$ cat config.mk
export PLATFORM = sky130hd
export DESIGN_NAME = led_indicator_drv
export DESIGN_NICKNAME = d
export VERILOG_FILES = /design/src/rtl/led_ind_pkg.sv /design/src/rtl/led_blink_gen.sv /design/src/rtl/led_cfg_bank.sv /design/src/rtl/led_lane.sv /design/src/rtl/led_indicator_drv.sv
export SDC_FILE = /design/constraint.sdc
export NUM_CORES = 1
export LEC_CHECK = 0
export BUFFER_PORTS_ARGS = -buffer_cell sky130_fd_sc_hd__buf_4
export CELL_PAD_IN_SITES_DETAIL_PLACEMENT = 1
export CELL_PAD_IN_SITES_GLOBAL_PLACEMENT = 1
export CORE_ASPECT_RATIO = 0.8
export CORE_MARGIN = 8
export CORE_UTILIZATION = 42
export DETAILED_ROUTE_END_ITERATION = 16
export PLACE_DENSITY_LB_ADDON = 0.1
export SETUP_SLACK_MARGIN = 0.2
export SLEW_MARGIN = 10
export SYNTH_ARGS = -nofsm -noshare
export SYNTH_HDL_FRONTEND = slang
export SYNTH_SLANG_ARGS = --single-unit
$ cat constraint.sdc
create_clock -name clk -period 2.4 [get_ports clk]
set_clock_uncertainty 0.1 [all_clocks]
set_input_delay 0.24 -clock clk [delete_from_list [all_inputs] [get_ports clk]]
set_output_delay 0.24 -clock clk [all_outputs]
set_load 0.005 [all_outputs]
$ cat src/rtl/led_ind_pkg.sv
`timescale 1ns/1ps
package led_ind_pkg;
  localparam int LED_MODE_W  = 4;
  localparam int LED_SRC_MAX = 1 << LED_MODE_W;

  // One LED field: mode in the low bits, invert above it, blink on top.
  typedef struct packed {
    logic                  blink;
    logic                  invert;
    logic [LED_MODE_W-1:0] mode;
  } led_cfg_t;

  localparam int LED_CFG_W = $bits(led_cfg_t);

  localparam led_cfg_t LED_CFG_RST = '{blink: 1'b0, invert: 1'b0, mode: '1};

  // Source selection: codes past the populated events read as off.
  function automatic logic pick_event(input logic [LED_SRC_MAX-1:0] evs,
                                      input logic [LED_MODE_W-1:0]  mode,
                                      input int unsigned            n_ev);
    return (int'(mode) < int'(n_ev)) ? evs[mode] : 1'b0;
  endfunction

  // Blink gating: an active event follows the phase, an idle one is off.
  function automatic logic gate_blink(input logic ev, input logic blink_en,
                                      input logic phase);
    return ev & (~blink_en | phase);
  endfunction

  // Polarity is the last step before the pin register.
  function automatic logic apply_pol(input logic lvl, input logic inv);
    return lvl ^ inv;
  endfunction
endpackage

$ cat src/rtl/led_blink_gen.sv
`timescale 1ns/1ps
module led_blink_gen #(
  parameter int HALF_PERIOD = 20_000_000
) (
  input  logic clk,
  input  logic rst_n,
  output logic tick_o,
  output logic phase_o
);
  localparam int CNT_W = (HALF_PERIOD > 1) ? $clog2(HALF_PERIOD) : 1;
  localparam logic [CNT_W-1:0] CNT_LAST = CNT_W'(HALF_PERIOD - 1);

  logic [CNT_W-1:0] cnt_q;
  logic             phase_q;

  assign tick_o  = (cnt_q == CNT_LAST);
  assign phase_o = phase_q;

  always_ff @(posedge clk or negedge rst_n) begin
    if (!rst_n) begin
      cnt_q   <= '0;
      phase_q <= 1'b0;
    end else if (tick_o) begin
      cnt_q   <= '0;
      phase_q <= ~phase_q;
    end else begin
      cnt_q   <= cnt_q + 1'b1;
    end
  end
endmodule

$ cat src/rtl/led_cfg_bank.sv
`timescale 1ns/1ps
module led_cfg_bank
  import led_ind_pkg::*;
#(
  parameter int NUM_LEDS = 4
) (
  input  logic                          clk,
  input  logic                          rst_n,
  input  logic                          wr_en,
  input  logic [NUM_LEDS*LED_CFG_W-1:0] wr_data,
  input  logic                          dflt_ld,
  input  logic [NUM_LEDS*LED_CFG_W-1:0] dflt_data,
  output led_cfg_t [NUM_LEDS-1:0]       cfg_o,
  output logic                          armed_o,
  output logic                          take_o
);
  led_cfg_t [NUM_LEDS-1:0] cfg_q;
  logic                    armed_q;

  // A write in the same cycle beats the default load.
  assign take_o  = dflt_ld & armed_q & ~wr_en;
  assign cfg_o   = cfg_q;
  assign armed_o = armed_q;

  always_ff @(posedge clk or negedge rst_n) begin
    if (!rst_n) begin
      for (int i = 0; i < NUM_LEDS; i++) cfg_q[i] <= LED_CFG_RST;
      armed_q <= 1'b1;
    end else if (wr_en) begin
      cfg_q   <= wr_data;
      armed_q <= 1'b0;
    end else if (take_o) begin
      cfg_q   <= dflt_data;
      armed_q <= 1'b0;
    end
  end
endmodule

$ cat src/rtl/led_lane.sv
`timescale 1ns/1ps
module led_lane
  import led_ind_pkg::*;
#(
  parameter int NUM_EVENTS = 8
) (
  input  logic                  clk,
  input  logic                  rst_n,
  input  led_cfg_t              cfg_i,
  input  logic [NUM_EVENTS-1:0] ev_i,
  input  logic                  phase_i,
  output logic                  sel_o,
  output logic                  on_o,
  output logic                  led_o
);
  logic [LED_SRC_MAX-1:0] ev_pad;
  logic                   led_q;

  always_comb begin
    ev_pad                 = '0;
    ev_pad[NUM_EVENTS-1:0] = ev_i;
  end

  assign sel_o = pick_event(ev_pad, cfg_i.mode, NUM_EVENTS);
  assign on_o  = gate_blink(sel_o, cfg_i.blink, phase_i);
  assign led_o = led_q;

  always_ff @(posedge clk or negedge rst_n) begin
    if (!rst_n) led_q <= 1'b0;
    else        led_q <= apply_pol(on_o, cfg_i.invert);
  end
endmodule

$ cat src/rtl/led_indicator_drv.sv
`timescale 1ns/1ps
module led_indicator_drv
  import led_ind_pkg::*;
#(
  parameter int NUM_LEDS   = 4,
  parameter int NUM_EVENTS = 8,
  parameter int BLINK_HALF = 20_000_000,
  localparam int WORD_W    = NUM_LEDS * LED_CFG_W
) (
  input  logic                  clk,
  input  logic                  rst_n,
  input  logic [NUM_EVENTS-1:0] ev_i,
  input  logic                  cfg_we,
  input  logic [WORD_W-1:0]     cfg_wdata,
  input  logic                  dflt_ld,
  input  logic [WORD_W-1:0]     dflt_word,
  output logic [NUM_LEDS-1:0]   led_o
);
  // Internal events brought out by name for the checker.
  logic                    blink_tick;
  logic                    blink_ph;
  logic                    dflt_armed;
  logic                    dflt_take;
  logic [NUM_LEDS-1:0]     lane_sel;
  logic [NUM_LEDS-1:0]     lane_on;
  led_cfg_t [NUM_LEDS-1:0] cfg;

  led_blink_gen #(.HALF_PERIOD(BLINK_HALF)) u_blink (
    .clk     (clk),
    .rst_n   (rst_n),
    .tick_o  (blink_tick),
    .phase_o (blink_ph)
  );

  led_cfg_bank #(.NUM_LEDS(NUM_LEDS)) u_cfg (
    .clk       (clk),
    .rst_n     (rst_n),
    .wr_en     (cfg_we),
    .wr_data   (cfg_wdata),
    .dflt_ld   (dflt_ld),
    .dflt_data (dflt_word),
    .cfg_o     (cfg),
    .armed_o   (dflt_armed),
    .take_o    (dflt_take)
  );

  for (genvar g = 0; g < NUM_LEDS; g++) begin : g_lane
    led_lane #(.NUM_EVENTS(NUM_EVENTS)) u_lane (
      .clk     (clk),
      .rst_n   (rst_n),
      .cfg_i   (cfg[g]),
      .ev_i    (ev_i),
      .phase_i (blink_ph),
      .sel_o   (lane_sel[g]),
      .on_o    (lane_on[g]),
      .led_o   (led_o[g])
    );
  end
endmodule

==> qor.yml <==
wl_per_cell_microns: 17.7
syn_nets: 334
die_h_microns: 90.0
critical-path-max-stage-delay_ps: 620
synth_area_sq_um: 2880
relSlewSlack_pct: 54.0
multiInputGateArea_sq_um: 1400
dp_hpwl_microns: 5720
max_cap_violations: 0
dpl.cell_count: 413
timing.hold.ws_ps: 101
tritoncts: "yes"
drive_gt1_share_pct: 31.6
synth.top_cells.by_area: "dfrtp_1 33%, dfstp_2 16%, mux2i_1 11%, o21ai_0 4.7%, nand2_1 4.6%"
async_flop_share_pct: 100
setup_viol: 0
nets: 395
grt-busiest-layer: "met2"
wl_microns: 7480
pin_count: 64
cp_top_family: "simple AND/OR/NAND/NOR gates"
core-area_sq_um: 6760
cts.htree.levels: 2
synth_top_cell_area_share_pct: 33.1
via_per_inst: 5.35
io_buffer_count: 63
grt_pass1_vias: 2476
worst_pin_slew_ps: 690
worstPathCellList: "nand4_2 > or4_4 > or4_4 > a21oi_2"
clock_sinks: 55
antenna_found_initial: 0
ys_warn_count: 0
critPathLaunchType: "flip-flop"
worst_ep_required_time_ps: 2560
cts_resized: 0
yosysSeqAreaShare_pct: 48.6
gp_congestion: 0.835
synth_area_leader_cell: "dfrtp_1"
drc: 0
die_area_sq_um: 9770
hold_violations: 0
final_util_pct: 52.5
clk_path_buf_depth: 2
crit_fanout: 8
cp_num_buf_inv: 0
grt_pass1_wl_microns: 12600
register_area_sq_um: 1400
arrival_ps: 2190
fp.dieW_microns: 109
first_pass_iters: 4
clk_latency_ps: 320
cts_hold_buf: 1
grtUsageMet3_pct: 4.35
gr-usage-all-layers_pct: 16.1
hp-class: "primary input to flip-flop"
critPathKind: "flip-flop to flip-flop"
drtAntennaViolNets: 0
cpMostUsedCell: "or4_4"
met2_usage_pct: 23.1
vias: 2256
slowest_stage: "or4_4"
grt_overflow: 0
final_cells: 422
end_kind: "flip-flop"
synth.most_common_cell: "dfrtp_1"
vdd_ir_drop_max_mv: 0.322
num_rows: 27
drv_slew: 0
synth_common_cells: "38 x dfrtp_1, 35 x nand2_1, 32 x mux2i_1"
grt_max_degree: 56
initial_utilization_pct: 42.6
syn_inst: 273
synth-edff-count: 0
fmaxAchievable_ghz: 0.492
p_leak_nw: 1.55
diodes: 0
synth_seq_cells: 55
post_cts_buffers: 0
synth.avg_cell_area_sq_um: 10.5
use_met1_pct: 22.8
synth_cell_types: 39
detail_route.iter0.violations: 68
tns_ps: 0
fin_crit_ps: 2030
area_growth_pct: 23.3
status: "finished clean"
cts-root-buf: "clkbuf_8"
power_density_nw_per_um2: 559
rsz0062_at_grt: "false"
synth_ff_type: "dfrtp_1"
clk_pin_slew_worst_paths_ps: 110
fin_crit_sh_pct: 84.7
final.fill_count: 782
cts_buffers: 5
## cells in the final DEF (no fill, tap or decap), drive strengths merged
cell | Yosys | final
nor3 | 7 | 7
xor2 | 9 | 9
bufinv | 0 | 1
ha | 1 | 1
o21ai | 27 | 27
a21oi | 10 | 10
nor4 | 2 | 2
xnor2 | 13 | 13
nor2 | 11 | 11
nand4 | 11 | 11
nor4b | 2 | 2
o31ai | 2 | 2
nand3 | 12 | 12
nand3b | 4 | 4
dfrtp | 38 | 38
or2 | 3 | 3
or4 | 4 | 4
dfstp | 17 | 17
mux4 | 4 | 4
nand2 | 35 | 35
nor2b | 1 | 1
or3 | 2 | 2
o2111ai | 4 | 4
clkbuf | 6 | 5
dlygate4sd3 | 0 | 1
buf | 7 | 66
clkinv | 0 | 1
and2 | 1 | 1
and4 | 4 | 4
inv | 4 | 5
mux2i | 32 | 32
## logic make-up (layout without fill, tap and decap cells)
group           count (synthesis)  count (layout)  share of synthesized area (%)
flops                          55              55                           48.6
buf+inv                        17              79                           2.78
compound gates                 43              43                           8.31
fa+ha+maj                       1               1                          0.435
xor+xnor                       22              22                           6.70
mux                            36              36                           14.3
simple gates                   99              99                           18.9
## sequential cells by signal, summed over array words and instances (netlist names)
name	flops
g_lane.u_lane.led_o	4
u_blink.cnt_q	25
u_blink.phase_o	1
u_cfg.armed_o	1
u_cfg.cfg_o	24
## path summary, 6_finish.rpt
kind,slack (ps),to,from,depth (start not counted)
max,370,u_blink.cnt_q[24],u_blink.cnt_q[8],4
min,100,u_cfg.armed_o,dflt_ld,3
max reg2reg,370,u_blink.cnt_q[24],u_blink.cnt_q[8],4
min reg2reg,380,g_lane[2].u_lane.led_o,u_cfg.cfg_o[16],1
max in group asynchronous,1340,u_blink.cnt_q[11],rst_n,2
min in group asynchronous,400,u_blink.cnt_q[7],rst_n,2
## layout make-up
| cell class | count | area share (%) |
|---|---|---|
| clock buffers | 5 | 1.94 |
| multi-input cells | 201 | 39.6 |
| flip-flops and latches | 55 | 39.4 |
| well taps | 87 | 3.07 |
| inverters | 4 | 0.423 |
| clock inverters | 3 | 1.34 |
| repair buffers | 67 | 14.3 |
## report_power, final
| group | total [mW] | switching [mW] | internal (mW) |
|---|---|---|---|
| clock network | 0.643 | 0.326 | 0.317 |
| logic | 0.283 | 0.120 | 0.163 |
| registers | 1.06 | 0.0469 | 1.01 |
| total | 1.98 | 0.493 | 1.49 |
## per-layer routing
metal / part of all wire, % / vias to the layer above
met5: 0 / -
met4: 0.79 / 0
li1: - / 1100
met3: 4.6 / 4
met1: 49 / 1111
met2: 46 / 41
## through the flow
step / worst slack, ps / instance area, sq um / total power [mW]
floorplan: 477 / 2880 / 1.22
global placement: 472 / 3420 / 1.34
detailed placement: 398 / 3420 / 1.36
CTS: 378 / 3550 / 2.01
global route: 294 / 3550 / 2.08
finish: 367 / 3550 / 1.98
## worst min-delay path, stage by stage
cell     delay, ps
buf_4           80
a21oi_2         50
and2_1         150
No activity file was read; power rests on OpenSTA's default activity.
